[src/rtl/rxq_pkg.sv]
package rxq_pkg;
    localparam int DATA_W = 8;

    typedef struct packed {
        logic              brk;
        logic              frm;
        logic              par;
        logic [DATA_W-1:0] data;
    } rxq_entry_t;

    typedef enum logic {
        OVR_IDLE    = 1'b0,
        OVR_FLAGGED = 1'b1
    } ovr_state_t;
endpackage

[src/rtl/rxq_store.sv]
module rxq_store
    import rxq_pkg::*;
#(
    parameter int DEPTH = 64,
    localparam int AW = $clog2(DEPTH),
    localparam int CW = $clog2(DEPTH + 1)
) (
    input  logic       clk,
    input  logic       rst_n,
    input  logic       push,
    input  logic       pop,
    input  rxq_entry_t din,
    output rxq_entry_t head,
    output logic [CW-1:0] count,
    output logic       full,
    output logic       empty
);
    rxq_entry_t    mem [DEPTH];
    logic [AW-1:0] wptr, rptr;

    always_ff @(posedge clk) begin
        if (push) mem[wptr] <= din;
    end

    always_ff @(posedge clk or negedge rst_n) begin
        if (!rst_n) begin
            wptr  <= '0;
            rptr  <= '0;
            count <= '0;
        end else begin
            if (push) wptr <= (wptr == AW'(DEPTH - 1)) ? '0 : wptr + 1'b1;
            if (pop)  rptr <= (rptr == AW'(DEPTH - 1)) ? '0 : rptr + 1'b1;
            unique case ({push, pop})
                2'b10:   count <= count + 1'b1;
                2'b01:   count <= count - 1'b1;
                default: count <= count;
            endcase
        end
    end

    assign head  = mem[rptr];
    assign full  = (count == CW'(DEPTH));
    assign empty = (count == '0);
endmodule

[src/rtl/rxq_err_tally.sv]
module rxq_err_tally #(
    parameter int DEPTH = 64,
    localparam int CW = $clog2(DEPTH + 1)
) (
    input  logic          clk,
    input  logic          rst_n,
    input  logic          inc,
    input  logic          dec,
    output logic [CW-1:0] err_cnt,
    output logic          any_err
);
    always_ff @(posedge clk or negedge rst_n) begin
        if (!rst_n) begin
            err_cnt <= '0;
        end else begin
            unique case ({inc, dec})
                2'b10:   err_cnt <= err_cnt + 1'b1;
                2'b01:   err_cnt <= err_cnt - 1'b1;
                default: err_cnt <= err_cnt;
            endcase
        end
    end

    assign any_err = (err_cnt != '0);
endmodule

[src/rtl/rxq_ovr_fsm.sv]
module rxq_ovr_fsm
    import rxq_pkg::*;
(
    input  logic clk,
    input  logic rst_n,
    input  logic drop,
    input  logic status_rd,
    output logic ovr_flag
);
    ovr_state_t state, state_nx;

    always_ff @(posedge clk or negedge rst_n) begin
        if (!rst_n) state <= OVR_IDLE;
        else        state <= state_nx;
    end

    always_comb begin
        state_nx = state;
        unique case (state)
            OVR_IDLE:    if (drop) state_nx = OVR_FLAGGED;                 // DROP
            OVR_FLAGGED: if (status_rd && !drop) state_nx = OVR_IDLE;      // ACK
            default:     state_nx = OVR_IDLE;
        endcase
    end

    always_comb begin
        ovr_flag = 1'b0;
        unique case (state)
            OVR_IDLE:    ovr_flag = 1'b0;
            OVR_FLAGGED: ovr_flag = 1'b1;
            default:     ovr_flag = 1'b0;
        endcase
    end
endmodule

[src/rtl/uart_rx_fifo_status.sv]
module uart_rx_fifo_status
    import rxq_pkg::*;
#(
    parameter int DEPTH = 64,
    localparam int CW = $clog2(DEPTH + 1)
) (
    input  logic       clk,
    input  logic       rst_n,
    input  logic       wr_en,
    input  logic [7:0] wr_data,
    input  logic       wr_par,
    input  logic       wr_frm,
    input  logic       wr_brk,
    input  logic       tx_hold_empty,
    input  logic       tx_shift_empty,
    input  logic       lsr_rd,
    input  logic       rhr_rd,
    output logic [7:0] rhr_data,
    output logic [7:0] lsr
);
    rxq_entry_t    din, head;
    logic [CW-1:0] fill_cnt, err_cnt;
    logic          full, empty, push, pop, drop, any_err, ovr_flag;
    logic          head_tagged, din_tagged;

    assign pop  = rhr_rd && !empty;
    assign push = wr_en && (!full || pop);
    assign drop = wr_en && full && !pop;

    // Break characters are stored as 0x00
    assign din.brk  = wr_brk;
    assign din.frm  = wr_frm;
    assign din.par  = wr_par;
    assign din.data = wr_brk ? '0 : wr_data;

    assign din_tagged  = wr_brk || wr_frm || wr_par;
    assign head_tagged = head.brk || head.frm || head.par;

    rxq_store #(.DEPTH(DEPTH)) u_store (
        .clk   (clk),
        .rst_n (rst_n),
        .push  (push),
        .pop   (pop),
        .din   (din),
        .head  (head),
        .count (fill_cnt),
        .full  (full),
        .empty (empty)
    );

    rxq_err_tally #(.DEPTH(DEPTH)) u_tally (
        .clk     (clk),
        .rst_n   (rst_n),
        .inc     (push && din_tagged),
        .dec     (pop && head_tagged),
        .err_cnt (err_cnt),
        .any_err (any_err)
    );

    rxq_ovr_fsm u_ovr (
        .clk       (clk),
        .rst_n     (rst_n),
        .drop      (drop),
        .status_rd (lsr_rd),
        .ovr_flag  (ovr_flag)
    );

    always_comb begin
        rhr_data = empty ? 8'h00 : head.data;
        lsr[0]   = !empty;
        lsr[1]   = ovr_flag;
        lsr[2]   = !empty && head.par;
        lsr[3]   = !empty && head.frm;
        lsr[4]   = !empty && head.brk;
        lsr[5]   = tx_hold_empty;
        lsr[6]   = tx_hold_empty && tx_shift_empty;
        lsr[7]   = any_err;
    end
endmodule

[config.mk]
export PLATFORM = sky130hd
export DESIGN_NAME = uart_rx_fifo_status
export DESIGN_NICKNAME = d
export VERILOG_FILES = /design/src/rtl/rxq_pkg.sv /design/src/rtl/rxq_store.sv /design/src/rtl/rxq_err_tally.sv /design/src/rtl/rxq_ovr_fsm.sv /design/src/rtl/uart_rx_fifo_status.sv
export SDC_FILE = /design/constraint.sdc
export NUM_CORES = 1
export LEC_CHECK = 0
export ABC_AREA = 1
export BUFFER_PORTS_ARGS = -buffer_cell sky130_fd_sc_hd__buf_4
export CAP_MARGIN = 10
export CORE_ASPECT_RATIO = 0.7
export CORE_UTILIZATION = 35
export DETAILED_ROUTE_END_ITERATION = 12
export PLACE_DENSITY = 0.6
export SLEW_MARGIN = 15
export SYNTH_ARGS = -nofsm -noshare
export SYNTH_HDL_FRONTEND = slang
export SYNTH_HIERARCHICAL = 1
export SYNTH_SLANG_ARGS = --single-unit
[constraint.sdc]
create_clock -name clk -period 4 [get_ports clk]
set_input_delay 0.4 -clock clk [delete_from_list [all_inputs] [get_ports clk]]
set_output_delay 0.4 -clock clk [all_outputs]
set_load 0.005 [all_outputs]
==> metrics.md <==
| Metric | Value |
|---|---|
| Status | `complete, no violations` |
| Placed cells | `4252` |
| CTS Buf Count | `68` |
| Pwr/cell area | `659.9 nW/µm²` |
| Most used DFF post-synth | `edfxtp_1` |
| Switching share of power | `38.30%` |
| Crit path time final | `3.779 ns` |
| Worst-skew pair later-pin latency | `0.62 ns` |
| Final Hold Violating Endpoints | `0` |
| Grt ovf | `0` |
| CTS tree | `built` |
| Synth area leader | `edfxtp_1` |
| Crit end category | `primary output` |
| Unrepaired setup endpoints after global routing | `false` |
| CTS HTree Levels | `3` |
| Design Area, Final | `35840 µm²` |
| Max Root-Sink Buffers | `3` |
| Routed via count | `21480` |
| YS warnings | `6` |
| Post-CTS setup repair buffer count | `0` |
| Final setup TNS | `0 ns` |
| Post-DP Area | `33780 µm²` |
| DPL Wire Length | `49.62 mm` |
| DR iter-0 viols | `2642` |
| Post-Layout Cell Count | `4374` |
| Fill cells | `8703` |
| Initial antenna violation count | `1` |
| Number of global-route vias before repair | `19660` |
| Mapped cell area | `31840 µm²` |
| I/O Pins | `34` |
| Reg-to-reg slack, setup | `0.30 ns` |
| Worst EP arrival | `3.38 ns` |
| Kind of critical path | `flop to primary output` |
| Via density | `4.910` |
| Floorplan Core Area | `90020 µm²` |
| Clock skew after layout | `0.02222 ns` |
| Highest Clock Rate | `264.6 MHz` |
| Final wirelength | `81.06 mm` |
| Gpl congestion | `0.8493` |
| Die X | `362.5 µm` |
| Residual DRC | `0` |
| Top-area cell type share of the netlist area | `66.39%` |
| Syn nets | `3068` |
| Ratio of final minimum period to clock period | `94.48%` |
| Initial Util | `35.37%` |
| Syn Inst Count | `3042` |
| First-pass GRT wire length | `122.8 mm` |
| Synth top area cells | `edfxtp_1 (66%), nand2_1 (13%), nand3_1 (8.8%)` |
| #FFs+latches synth | `731` |
| Final nets | `3126` |
| Pwr Total | `23.65 mW` |
| Commonest non-fill, non-tap cell in the layout | `nand2_1` |
| Number of iterations in the first detailed-routing pass | `5` |
| Internal | `14.59 mW` |
| Slew headroom | `18.23%` |
| # rows | `92` |
| Measured slew at the worst slew-check pin | `1.222 ns` |
| WL/cell | `18.53 µm` |
| FFs w/ async S/R, synth | `3.694%` |
| Area growth syn-to-layout | `12.54%` |
| DRT antenna net count | `0` |
| Worst-path clk slew | `0.06 ns` |
| Final Setup Violations | `0` |
| Critical Path RT | `3.60 ns` |
| Net Sw Power | `9.059 mW` |
| Worst setup SP type | `flop` |
| Leakage | `14.27 nW` |
| Gr usage total | `17.49%` |
| Layout cells sized above 1 | `9.365%` |
| Clock sinks | `731` |
| Die Height | `254.4 µm` |
| Clock power share | `26.0%` |
| Worst VDD drop | `0.6515 mV` |
| Register area share after synthesis | `68.51%` |
| Distinct cell type count after synthesis | `38` |
| Final Max Tran Viols | `0` |
| Post-Syn Area per Cell | `10.47 µm²` |
| Worst-path fanout max | `40` |
| Number of synthesized flops with an enable pin | `704` |
| Most frequent cells in the layout | `nand2_1 (1085), edfxtp_1 (704), nand3_1 (562), inv_1 (291), buf_4 (133)` |
| Sequential power share | `38.2%` |
| Hold Path Class | `input port to flop` |
| Maxcap violations | `0` |
| Port buffer count | `33` |
| Root Buffer | `clkbuf_16` |
| Combinational share of power | `35.9%` |
| Die area | `92210 µm²` |
| Pin count of the biggest net entering global routing | `120` |
==> power by group through the flow <==
stage	combinational [mW]	sequential [mW]	clock (mW)
2_1_floorplan	5.55	9.07	0
3_3_place_gp	8.32	9.18	0
3_5_place_dp	8.35	9.18	0
4_1_cts	8.38	9.02	6.25
5_1_grt	9.34	9.06	6.53
6_report	8.48	9.03	6.14
==> worst max-delay path, cell delays in order, from the launching register on <==
cell     delay [ns]
dfrtp_4        0.56
inv_8          0.19
buf_12         0.23
buf_4          0.33
nand2_1        0.08
nand3_1        0.08
nand3_1        0.10
nand2_1        0.09
nand2_1        0.08
nand3_1        0.23
nand3_1        0.15
nand2_1        0.09
inv_1          0.05
nor2_2         0.30
buf_4          0.18
==> worst paths after layout <==
kind,startpoint,end,cells after the start
hold / removal,wr_en,u_ovr/state,5
setup / recovery,u_store/rptr[0],rhr_data[0],14
max in group asynchronous,rst_n,u_store/rptr[2],2
hold reg to reg,u_ovr/state,u_ovr/state,2
min in group asynchronous,rst_n,u_store/count[2],2
setup reg to reg,u_store/rptr[0],u_tally/err_cnt[6],22
==> per-layer routing <==
| layer | global-route usage, % | wire [µm] | up-vias |
|---|---|---|---|
| met4 | 4.002 | 1503 | 2 |
| met5 | 0 | 13 | - |
| met3 | 3.805 | 7190 | 92 |
| met2 | 23.83 | 32960 | 830 |
| met1 | 27.80 | 39400 | 10350 |
| li1 | - | - | 10200 |
==> through the flow <==
step / utilization, % / worst slack (ns) / hold WS, ns
floorplan: - / 1.222 / 0.1044
global placement: 37.53 / 0.4524 / 0.3772
detailed placement: 37.53 / 0.4238 / 0.3726
CTS: 39.79 / 0.01509 / 0.1066
global route: 39.80 / 0.03726 / 0.1477
finish: 39.81 / 0.2208 / 0.1304
==> synthesized netlist by cell type, types with 9 or more instances <==
master    number
nand2_1     1085
edfxtp_1     704
nand3_1      562
inv_1        291
nor2_1       114
buf_2         79
clkbuf_1      29
dfrtp_1       27
buf_6         24
buf_4         18
nand2_2       13
o21ai_0       12
inv_2         10
buf_1          9
clkinv_1       9
==> logic make-up after synthesis <==
group	share of synthesized area [%]
AO/OA/AOI/OAI	0.5698
XOR/XNOR	0.2750
adder cells (fa/ha/maj)	0.3144
buffers and inverters	6.711
flip-flops	68.51
AND/OR/NAND/NOR	23.62
==> cell type report <==
class	count	area (µm²)	area share (%)
tap	1222	1529	4.267
inverter	312	1190	3.320
timing repair buffer	148	1279	3.568
multi-input combinational	1839	7989	22.29
antenna	2	5.005	0.01397
clock inverter	35	250.2	0.6983
clock buffer	85	1765	4.926
sequential	731	21830	60.91
==> flip-flops by register name, indices dropped and copies added (netlist names) <==
register / count
u_tally/err_cnt: 7
u_store/wptr: 6
u_store/mem: 704
u_ovr/state: 1
u_store/rptr: 6
u_store/count: 7
==> repair_timing <==
item | CTS | global route
endpoints found under the hold margin | 28 | 0
setup endpoints to repair | 3 | 3
hold buffers | 2 | 0
gates resized for setup | 2 | 1
No activity file was read; power rests on OpenSTA's default activity.
